$ cat src/rtl/silent_store_cache.sv
module silent_store_cache #(
  parameter int ADDR_W   = 10,
  parameter int DATA_W   = 32,
  parameter int WORDS    = 2,
  parameter int NLINES   = 4,
  parameter int WAIT_MAX = 3,
  parameter int CNT_W    = 16
) (
  input  logic                           clk,
  input  logic                           rst_n,
  input  logic                           cfg_touch_en,
  input  logic                           cfg_zero_only,
  input  logic                           st_valid,
  output logic                           st_ready,
  input  logic [ADDR_W-1:0]              st_addr,
  input  logic [DATA_W/8-1:0]            st_be,
  input  logic [DATA_W-1:0]              st_data,
  input  logic                           array_busy,
  input  logic                           fill_valid,
  input  logic [ADDR_W-$clog2(WORDS)-1:0] fill_addr,
  input  logic [1:0]                     fill_state,
  input  logic [DATA_W*WORDS-1:0]        fill_data,
  output logic                           bus_req_valid,
  output logic [1:0]                     bus_req_type,
  output logic [ADDR_W-$clog2(WORDS)-1:0] bus_req_addr,
  input  logic                           bus_gnt,
  input  logic [DATA_W*WORDS-1:0]        bus_fill_data,
  input  logic [$clog2(NLINES)-1:0]      probe_idx,
  output logic [1:0]                     probe_state,
  output logic                           probe_dirty,
  output logic [DATA_W*WORDS-1:0]        probe_data,
  output logic [CNT_W-1:0]               silent_cnt,
  output logic [CNT_W-1:0]               upgrade_cnt
);
  localparam int BE_W    = DATA_W / 8;
  localparam int WOFF_W  = $clog2(WORDS);
  localparam int IDX_W   = $clog2(NLINES);
  localparam int LADDR_W = ADDR_W - WOFF_W;
  localparam int TAG_W   = LADDR_W - IDX_W;
  localparam int LINE_W  = DATA_W * WORDS;
  localparam int WCNT_W  = $clog2(WAIT_MAX + 1);

  localparam logic [1:0] L_I = 2'd0, L_S = 2'd1, L_E = 2'd2, L_M = 2'd3;
  localparam logic [1:0] Q_WB = 2'd0, Q_UPG = 2'd1, Q_RFO = 2'd2, Q_TCH = 2'd3;

  typedef enum logic [2:0] {
    F_IDLE, F_CMP, F_UPG, F_WB, F_RFO, F_TCH
  } fsm_t;

  fsm_t                fsm;
  logic [LADDR_W-1:0]  r_laddr, r_wb_addr;
  logic [WOFF_W-1:0]   r_woff;
  logic [BE_W-1:0]     r_be;
  logic [DATA_W-1:0]   r_data;
  logic [WCNT_W-1:0]   wcnt;
  logic                wb_then_rfo;

  logic [TAG_W-1:0]    tag_q   [NLINES];
  logic [1:0]          st_q    [NLINES];
  logic                dirty_q [NLINES];
  logic [LINE_W-1:0]   data_q  [NLINES];

  function automatic logic [DATA_W-1:0] expand(input logic [BE_W-1:0] be);
    logic [DATA_W-1:0] m;
    for (int b = 0; b < BE_W; b++) m[b*8 +: 8] = {8{be[b]}};
    return m;
  endfunction

  function automatic logic [LINE_W-1:0] merge_line(input logic [LINE_W-1:0] base,
      input logic [WOFF_W-1:0] woff, input logic [BE_W-1:0] be, input logic [DATA_W-1:0] d);
    logic [LINE_W-1:0] o;
    o = base;
    for (int w = 0; w < WORDS; w++)
      for (int b = 0; b < BE_W; b++)
        if (int'(woff) == w && be[b]) o[w*DATA_W + b*8 +: 8] = d[b*8 +: 8];
    return o;
  endfunction

  logic [IDX_W-1:0]  r_idx, fill_idx;
  logic [TAG_W-1:0]  r_tag;
  logic [1:0]        cur_st;
  logic              hit, eligible, same, zero_ok, slot_ok, give_up;
  logic              silent_go, normal, normal_s, normal_e;
  logic [DATA_W-1:0] old_word, bmask;
  logic [LINE_W-1:0] new_line, alloc_line;

  assign r_idx      = r_laddr[IDX_W-1:0];
  assign r_tag      = r_laddr[LADDR_W-1:IDX_W];
  assign fill_idx   = fill_addr[IDX_W-1:0];
  assign cur_st     = st_q[r_idx];
  assign hit        = (cur_st != L_I) && (tag_q[r_idx] == r_tag);
  assign eligible   = hit && (cur_st == L_S || cur_st == L_E);
  assign old_word   = data_q[r_idx][r_woff*DATA_W +: DATA_W];
  assign bmask      = expand(r_be);
  assign same       = ((old_word ^ r_data) & bmask) == '0;
  assign zero_ok    = !cfg_zero_only || ((r_data & bmask) == '0);
  assign slot_ok    = !array_busy;
  assign give_up    = array_busy && (wcnt == WCNT_W'(WAIT_MAX - 1));
  assign silent_go  = (fsm == F_CMP) && eligible && slot_ok && same && zero_ok;
  assign normal     = (fsm == F_CMP) && eligible && ((slot_ok && !(same && zero_ok)) || give_up);
  assign normal_s   = normal && (cur_st == L_S);
  assign normal_e   = normal && (cur_st == L_E);
  assign new_line   = merge_line(data_q[r_idx], r_woff, r_be, r_data);
  assign alloc_line = merge_line(bus_fill_data, r_woff, r_be, r_data);

  assign st_ready      = (fsm == F_IDLE) && !fill_valid;
  assign bus_req_valid = (fsm == F_UPG) || (fsm == F_WB) || (fsm == F_RFO) || (fsm == F_TCH);
  assign bus_req_type  = (fsm == F_UPG) ? Q_UPG : (fsm == F_RFO) ? Q_RFO :
                         (fsm == F_TCH) ? Q_TCH : Q_WB;
  assign bus_req_addr  = (fsm == F_WB) ? r_wb_addr : r_laddr;
  assign probe_state   = st_q[probe_idx];
  assign probe_dirty   = dirty_q[probe_idx];
  assign probe_data    = data_q[probe_idx];

  always_ff @(posedge clk) begin
    if (!rst_n) begin
      fsm         <= F_IDLE;
      r_laddr     <= '0;
      r_wb_addr   <= '0;
      r_woff      <= '0;
      r_be        <= '0;
      r_data      <= '0;
      wcnt        <= '0;
      wb_then_rfo <= 1'b0;
      silent_cnt  <= '0;
      upgrade_cnt <= '0;
      for (int i = 0; i < NLINES; i++) begin
        tag_q[i]   <= '0;
        st_q[i]    <= L_I;
        dirty_q[i] <= 1'b0;
        data_q[i]  <= '0;
      end
    end else begin
      case (fsm)
        F_IDLE: begin
          if (fill_valid) begin
            if (dirty_q[fill_idx]) begin
              r_wb_addr   <= {tag_q[fill_idx], fill_idx};
              wb_then_rfo <= 1'b0;
              fsm         <= F_WB;
            end
            tag_q[fill_idx]   <= fill_addr[LADDR_W-1:IDX_W];
            st_q[fill_idx]    <= fill_state;
            dirty_q[fill_idx] <= 1'b0;
            data_q[fill_idx]  <= fill_data;
          end else if (st_valid) begin
            r_laddr <= st_addr[ADDR_W-1:WOFF_W];
            r_woff  <= st_addr[WOFF_W-1:0];
            r_be    <= st_be;
            r_data  <= st_data;
            wcnt    <= '0;
            fsm     <= F_CMP;
          end
        end
        F_CMP: begin
          if (!hit) begin
            if (dirty_q[r_idx]) begin
              r_wb_addr   <= {tag_q[r_idx], r_idx};
              wb_then_rfo <= 1'b1;
              fsm         <= F_WB;
            end else begin
              fsm <= F_RFO;
            end
          end else if (cur_st == L_M) begin
            data_q[r_idx] <= new_line;
            fsm           <= F_IDLE;
          end else if (silent_go) begin
            silent_cnt <= silent_cnt + CNT_W'(1);
            fsm        <= cfg_touch_en ? F_TCH : F_IDLE;
          end else if (normal_s) begin
            upgrade_cnt <= upgrade_cnt + CNT_W'(1);
            fsm         <= F_UPG;
          end else if (normal_e) begin
            data_q[r_idx]  <= new_line;
            st_q[r_idx]    <= L_M;
            dirty_q[r_idx] <= 1'b1;
            fsm            <= F_IDLE;
          end else begin
            wcnt <= wcnt + WCNT_W'(1);
          end
        end
        F_UPG: if (bus_gnt) begin
          data_q[r_idx]  <= new_line;
          st_q[r_idx]    <= L_M;
          dirty_q[r_idx] <= 1'b1;
          fsm            <= F_IDLE;
        end
        F_WB: fsm <= wb_then_rfo ? F_RFO : F_IDLE;
        F_RFO: if (bus_gnt) begin
          data_q[r_idx]  <= alloc_line;
          tag_q[r_idx]   <= r_tag;
          st_q[r_idx]    <= L_M;
          dirty_q[r_idx] <= 1'b1;
          fsm            <= F_IDLE;
        end
        default: fsm <= F_IDLE;
      endcase
    end
  end

  p_silent_hold_r2: assert property (@(posedge clk) disable iff (!rst_n)
    silent_go |=> (cur_st == $past(cur_st)) && !dirty_q[r_idx]);

  p_touch_gated_r3: assert property (@(posedge clk) disable iff (!rst_n)
    (bus_req_valid && bus_req_type == Q_TCH) |-> $past(cfg_touch_en));

  p_req_hold_r4: assert property (@(posedge clk) disable iff (!rst_n)
    (bus_req_valid && (bus_req_type == Q_UPG || bus_req_type == Q_RFO) && !bus_gnt)
      |=> bus_req_valid && $stable(bus_req_type) && $stable(bus_req_addr));

  p_upg_shared_r4: assert property (@(posedge clk) disable iff (!rst_n)
    (bus_req_valid && bus_req_type == Q_UPG) |-> (hit && cur_st == L_S));

  p_wait_bound_r8: assert property (@(posedge clk) disable iff (!rst_n)
    (fsm == F_CMP && eligible) |-> (wcnt < WCNT_W'(WAIT_MAX)));

  p_miss_not_silent_r9: assert property (@(posedge clk) disable iff (!rst_n)
    (silent_cnt != $past(silent_cnt)) |-> $past(hit));

  p_modified_dirty_r10: assert property (@(posedge clk) disable iff (!rst_n)
    (fsm == F_CMP && hit && cur_st == L_M) |-> dirty_q[r_idx]);
endmodule

$ cat config.mk
export PLATFORM = sky130hd
export DESIGN_NAME = silent_store_cache
export DESIGN_NICKNAME = d
export VERILOG_FILES = /design/src/rtl/silent_store_cache.sv
export SDC_FILE = /design/constraint.sdc
export NUM_CORES = 1
export LEC_CHECK = 0
export ABC_AREA = 1
export ABC_CLOCK_PERIOD_IN_PS = 8400
export CELL_PAD_IN_SITES_DETAIL_PLACEMENT = 1
export CELL_PAD_IN_SITES_GLOBAL_PLACEMENT = 1
export CORE_MARGIN = 8
export CORE_UTILIZATION = 48
export DETAILED_ROUTE_END_ITERATION = 8
export DONT_BUFFER_PORTS = 1
export PLACE_DENSITY_LB_ADDON = 0.1
export RECOVER_POWER = 25
export SLEW_MARGIN = 25
export SYNTH_ARGS = -nofsm -noshare
export SYNTH_HDL_FRONTEND = slang
export SYNTH_SLANG_ARGS = --single-unit
$ cat constraint.sdc
create_clock -name clk -period 8.4 [get_ports clk]
set_input_delay 1.68 -clock clk [delete_from_list [all_inputs] [get_ports clk]]
set_output_delay 1.68 -clock clk [all_outputs]
set_load 0.02 [all_outputs]
== Word-level counts from Yosys, hierarchy flattened ==
Memory sizes are Yosys's and may differ from the RTL's. A register that Yosys moved wholly into a read port is not among the register bits.
Index checks and enable logic that the tools add are counted.

* Add/subtract/negate cells: 3
* Eq/ne operators: 25
* Shift operators: 1
* Mux-type cells: 115
* Bitwise logic cells: 14
* Reduce and logical (&&, ||, !) cells: 51

{| class="wikitable"
|+ Operator list
! operator !! count
|-
| 2-to-1 mux 64 bit || 5
|-
| 2-to-1 mux 8 bit || 16
|-
| OR reduction 64 bit || 2
|-
| bitwise AND 32 bit || 2
|-
| zero test 32 bit || 2
|-
| indexed part select 64 x 7 -> 32 bit || 1
|-
| 2-to-1 mux 2 bit || 30
|-
| 2-to-1 mux 9 bit || 5
|-
| 2-to-1 mux 1 bit || 41
|-
| 2-to-1 mux 3 bit || 12
|-
| adder 16 x 1 -> 16 bit (second input constant) || 2
|-
| bitwise XOR 32 bit || 1
|-
| logical AND 1 bit || 21
|-
| != test 2 bit (second input constant) || 9
|-
| one-hot mux 9 bit (2 select lines) || 1
|-
| 2-to-1 mux 7 bit || 2
|-
| OR reduction 7 bit || 2
|-
| one-hot mux 3 bit (4 select lines) || 1
|-
| AND reduction 5 bit || 2
|-
| AND reduction 4 bit || 2
|-
| AND reduction 8 bit || 1
|-
| equality test 7 bit || 1
|-
| bitwise OR 1 bit || 7
|-
| equality test 2 bit (second input constant) || 3
|-
| 19 further kinds || 38
|}

* Bits in registers: 93
* RAM bits: 296
* Input port bits: 195
* Output and inout bits: 112
* Word-level logic and storage cells: 223
* Memories kept: 4

{| class="wikitable"
|+ Memories
! memory !! depth !! width !! rd ports !! clocked after Yosys merged registers in !! write ports !! line !! source
|-
| data_q || 4 || 64 || 2 || 1 || 4 || 61 || <nowiki>logic [LINE_W-1:0] data_q [NLINES];</nowiki>
|-
| tag_q || 4 || 7 || 2 || 1 || 4 || 58 || <nowiki>logic [TAG_W-1:0] tag_q [NLINES];</nowiki>
|-
| st_q || 4 || 2 || 2 || 1 || 4 || 59 || <nowiki>logic [1:0] st_q [NLINES];</nowiki>
|-
| dirty_q || 4 || 1 || 3 || 1 || 4 || 60 || <nowiki>logic dirty_q [NLINES];</nowiki>
|}

== Logic depth before layout (Yosys ltp) ==
* Depth after elaboration: 23
* Gate-level depth with buffers: 26
* Depth with buffers taken out: 22

== Worst setup path after synthesis ==
Ideal clock, no wire load.

* Path type: input port to flip-flop
* Start: input rst_n
* End: memory data_q[3][0] (netlist name), enable pin
* Setup time: 0.488 ns
* Arrival time: 5.408 ns
* Data required time: 7.912 ns
* Setup slack: 2.505 ns
* Stages on the path: 7
* Path buffers: 1
* Cell sequence: clkinv_1 nor3_1 inv_1 nand3_4 buf_2 nor2_1 nor2_1

{| class="wikitable"
|+ RTL lines
! element !! line !! source
|-
| from (decl) || 10 || <nowiki>input logic rst_n,</nowiki>
|-
| to (decl) || 61 ||
|}

==> reports/summary.md <==
- **vias in the first global route** 22350
- **commonest register cell after synthesis** edfxtp_1
- **synthesized-area fraction occupied by ao, oa, aoi and oai cells** 0.1835
- **Final Hold Viols** 0
- **global route total overflow** 0
- **clock sink count** 391
- **post-synthesis sequential area ratio** 0.4726
- **delay contributed by the slowest stage of the critical path** 1.36 ns
- **Placeable Area** 0.04725 sq mm
- **maximum number of pins on one net before global-route repair** 136
- **number of cells produced by synthesis** 2901
- **TritonCTS Buffers** 46
- **later-pin clock latency in the skew report** 0.59 ns
- **starting density of the core** 0.4819
- **total count of max-transition violations in the final report** 126
- **CTS root buffer** clkbuf_16
- **number of cell instances on the worst register-to-register path** 20
- **flop2flop setup slack** 1.39 ns
- **post-synthesis simple-gate area fraction** 0.2469
- **count of final setup violators** 0
- **cell types with the largest area share after synthesis** edfxtp_1 (39%), nand2_1 (8.8%), dfxtp_1 (8.6%)
- **Iteration-0 DRC Markers** 1668
- **fraction of synthesis flops using an asynchronous set or reset pin** 0
- **CP max-delay cell** dfxtp_1
- **combinational cell fraction of total power** 0.337
- **iteration count of the initial detailed-routing pass** 5
- **final cycle utilization of the critical path** 0.8340
- **endpoint of the worst-slack reg-to-reg timing path** data_q[3][49]$_DFFE_PP_
- **Die X** 233.8 microns
- **Via-to-Cell Ratio** 6.145
- **H-tree depth** 2
- **Final GP Congestion** 0.9354
- **Power, Total** 0.007141 W
- **I/O pin count** 307
- **clock slew at reported path FFs** 0.06 ns
- **clock network power share** 0.271
- **largest voltage drop on the vdd net** 0.1934 mV
- **DRC Markers** 0
- **total via count after detailed routing** 21195
- **Distinct cells, synth** 45
- **vertical extent of the die** 233.8 microns
- **end of the critical path** data_q[3][49]$_DFFE_PP_
- **PostCTS Resize Cnt** 0
- **net count after synthesis** 3103
- **Cell Int Power** 0.004261 W
- **area share of fa/ha/maj cells after synthesis** 0.003847
- **floorplan die area** 0.05466 sq mm
- **Startpoint Class** register
- **total setup buffers inserted after CTS** 0
- **clock tree from TritonCTS** yes
- **synthesis warning total** 0
- **fraction of power consumed by sequential logic** 0.392
- **cells along the critical path** inv_4, buf_12, nand2_1, nand3_1, nand3_1, nand2_1, xor2_1, nand2_1, nor2_1, nand2_1, nand2_1, nand4_1, nand2_1, o21bai_1, nand2_1, nand3_4, buf_4, nor2_1, nor2_4, buf_12
- **first-pass GRT wire length** 132000 microns
- **number of enable-type register cells in the synthesized netlist** 293
- **number of register bits inferred by synthesis** 391
- **overall routed net length** 88390 microns
- **number of maximum-capacitance violations** 3
- **upper clock frequency limit** 0.1427 GHz
- **GRT Total Usage** 0.3153
- **required time at the worst-slack endpoint** 8.65 ns
- **final layout net count** 2987
- **dominant cell type by count on the critical path** nand2_1
- **area of combinational cells with multiple inputs** 0.01007 sq mm
- **clock buffer depth** 3
- **number of buffers inserted for hold repair after clock tree synthesis** 0
- **RSZ-0062 raised after global routing** no
- **worst-path fanout max** 83
- **Post-DRT Antenna Nets** 0
- **power per cell area** 294.8 mW/mm^2
- **static power due to leakage** 9.560 nW
- **final clock skew** 0.01805 ns
- **sum of negative setup slack** 0 ns
- **number of cell rows** 80
- **HPWL reported at the end of detailed placement** 56300 microns
- **fillcell total** 5805
- **Worst Max-Slew Pin Slew** 2.347 ns
- **critical path arrival** 7.26 ns
- **Routed wire per std cell** 25.63 microns
- **count of input and output buffers** 0
- **min cycle time layout** 7.006 ns
- **share of synthesized area spent on multiplexers** 0
- **area occupied by registers** 0.01077 sq mm
- **Final Util** 0.5128
- **share of the synthesized area in the top cell type** 0.3864
- **Hold Crit Start** wb_then_rfo$_SDFFE_PN0P_
- **switching share of total power** 0.4033
- **Setup CP Type** register to register
- **Slew headroom** -0.5645
- **status** complete, but fails checks
- **violated checks** max-capacitance violations, max-slew violations
- **Sw Pwr** 0.002880 W
- **signed area change from the synthesized netlist to the final layout** 6.402%
- **parity-gate share of the synthesized area counting xor and xnor cells** 0.006155
- **antenna violations before repair** 14
- **Crit. End Element** register
- **combinational family with the most area after synthesis** simple AND/OR/NAND/NOR gates
- **Post-Syn Area per Cell** 7.848 sq um
- **cell taking the most area after synthesis** edfxtp_1
- **netlist area before placement** 0.02277 sq mm
- **worst hold-check path type** register to register
- **fraction of layout cells with a size suffix above 1** 0.05563
[final cells by class]
class | count | area share
clock buffer | 68 | 0.05433
tap | 615 | 0.03176
antenna | 12 | 0.001240
clock inverter | 17 | 0.004442
timing repair buffer | 24 | 0.007696
inverter | 259 | 0.04039
sequential | 391 | 0.4444
multi-input combinational | 2063 | 0.4158
[through the flow]
stage | hold slack (ns) | instance area [sq um] | setup WS (ns) | std cells
3_5_place_dp | 0.4947 | 22820 | 2.444 | 3352
2_1_floorplan | 0.4580 | 22770 | 2.505 | 2901
3_3_place_gp | 0.4676 | 22790 | 2.561 | 3352
4_1_cts | 0.5034 | 24240 | 2.441 | 3437
5_1_grt | 0.5375 | 24220 | 1.088 | 3447
6_report | 0.5045 | 24230 | 1.394 | 3449
[cell usage after synthesis (all sizes together) (3+ instances only)]
cell type	instances
clkbuf	112
o22ai	145
nand3b	3
buf	76
nor3b	4
nand4	19
clkinv	5
ha	7
xor2	15
nor3	26
o21ai	314
a21oi	212
nor2	498
edfxtp	293
dfxtp	98
nand2	535
nor4	3
nand3	266
inv	254
[layer usage]
| metal | wire [microns] | global-route usage | share of wire |
|---|---|---|---|
| met1 | 34890 | 0.3779 | 0.39 |
| met2 | 43430 | 0.5477 | 0.49 |
| met3 | 6182 | 0.05044 | 0.070 |
| met4 | 3857 | 0.1548 | 0.044 |
| met5 | 26 | 0 | 0.00029 |
[flip-flops by register name, summed over array words and instances (netlist names), named ones only]
signal	count
data_q	256
r_data	32
tag_q	28
silent_cnt	16
upgrade_cnt	16
r_laddr	9
r_wb_addr	9
st_q	8
dirty_q	4
r_be	4
fsm	3
wcnt	2
r_woff	1
wb_then_rfo	1
[power by group through the flow]
| stage | sequential (W) | clock [W] | combinational, W |
|---|---|---|---|
| after floorplan | 0.00274 | 0 | 0.00174 |
| after global placement | 0.00281 | 0 | 0.00231 |
| after detailed placement | 0.00283 | 0 | 0.00238 |
| after CTS | 0.00279 | 0.00195 | 0.00239 |
| after global routing | 0.00284 | 0.00202 | 0.00260 |
| final | 0.00280 | 0.00194 | 0.00241 |
[cell families after synthesis]
logic type               count (synthesis)
AO/OA/AOI/OAI                          681
flip-flops                             391
XOR/XNOR                                16
adder cells (fa/ha/maj)                  7
AND/OR/NAND/NOR                       1359
buffers and inverters                  447
[worst min-delay path by stage]
stage | end | slack (ns) | cells past startpoint
floorplan | wb_then_rfo$_SDFFE_PN0P_ | 0.46 | 2
global placement | wb_then_rfo$_SDFFE_PN0P_ | 0.47 | 2
detailed placement | wb_then_rfo$_SDFFE_PN0P_ | 0.49 | 2
CTS | wb_then_rfo$_SDFFE_PN0P_ | 0.50 | 2
global route | fsm[2]$_SDFFE_PN0P_ | 0.54 | 2
finish | wb_then_rfo$_SDFFE_PN0P_ | 0.50 | 2
[worst max-delay path: cells and delay by family, from the launching register on]
kind                   cells  cell delay [ns]
buffers and inverters      4             2.13
flip-flops                 1             1.36
XOR/XNOR                   1             0.15
AND/OR/NAND/NOR           14             2.74
AO/OA/AOI/OAI              1             0.19
[placed cells by master (no fill, tap or decap), types with 10 or more instances in the layout]
master       n
clkbuf_1    21
a21oi_4     50
buf_4       17
dfxtp_1     96
nand2_1    528
inv_1      250
nor2_1     494
a21oi_1    162
clkinv_2    10
diode_2     12
nand4_1     19
o22ai_1    145
nand3_1    264
o21ai_0    314
clkbuf_16   48
edfxtp_1   293
xor2_1      15
nor3_1      24
No activity file was read; power rests on OpenSTA's default activity.
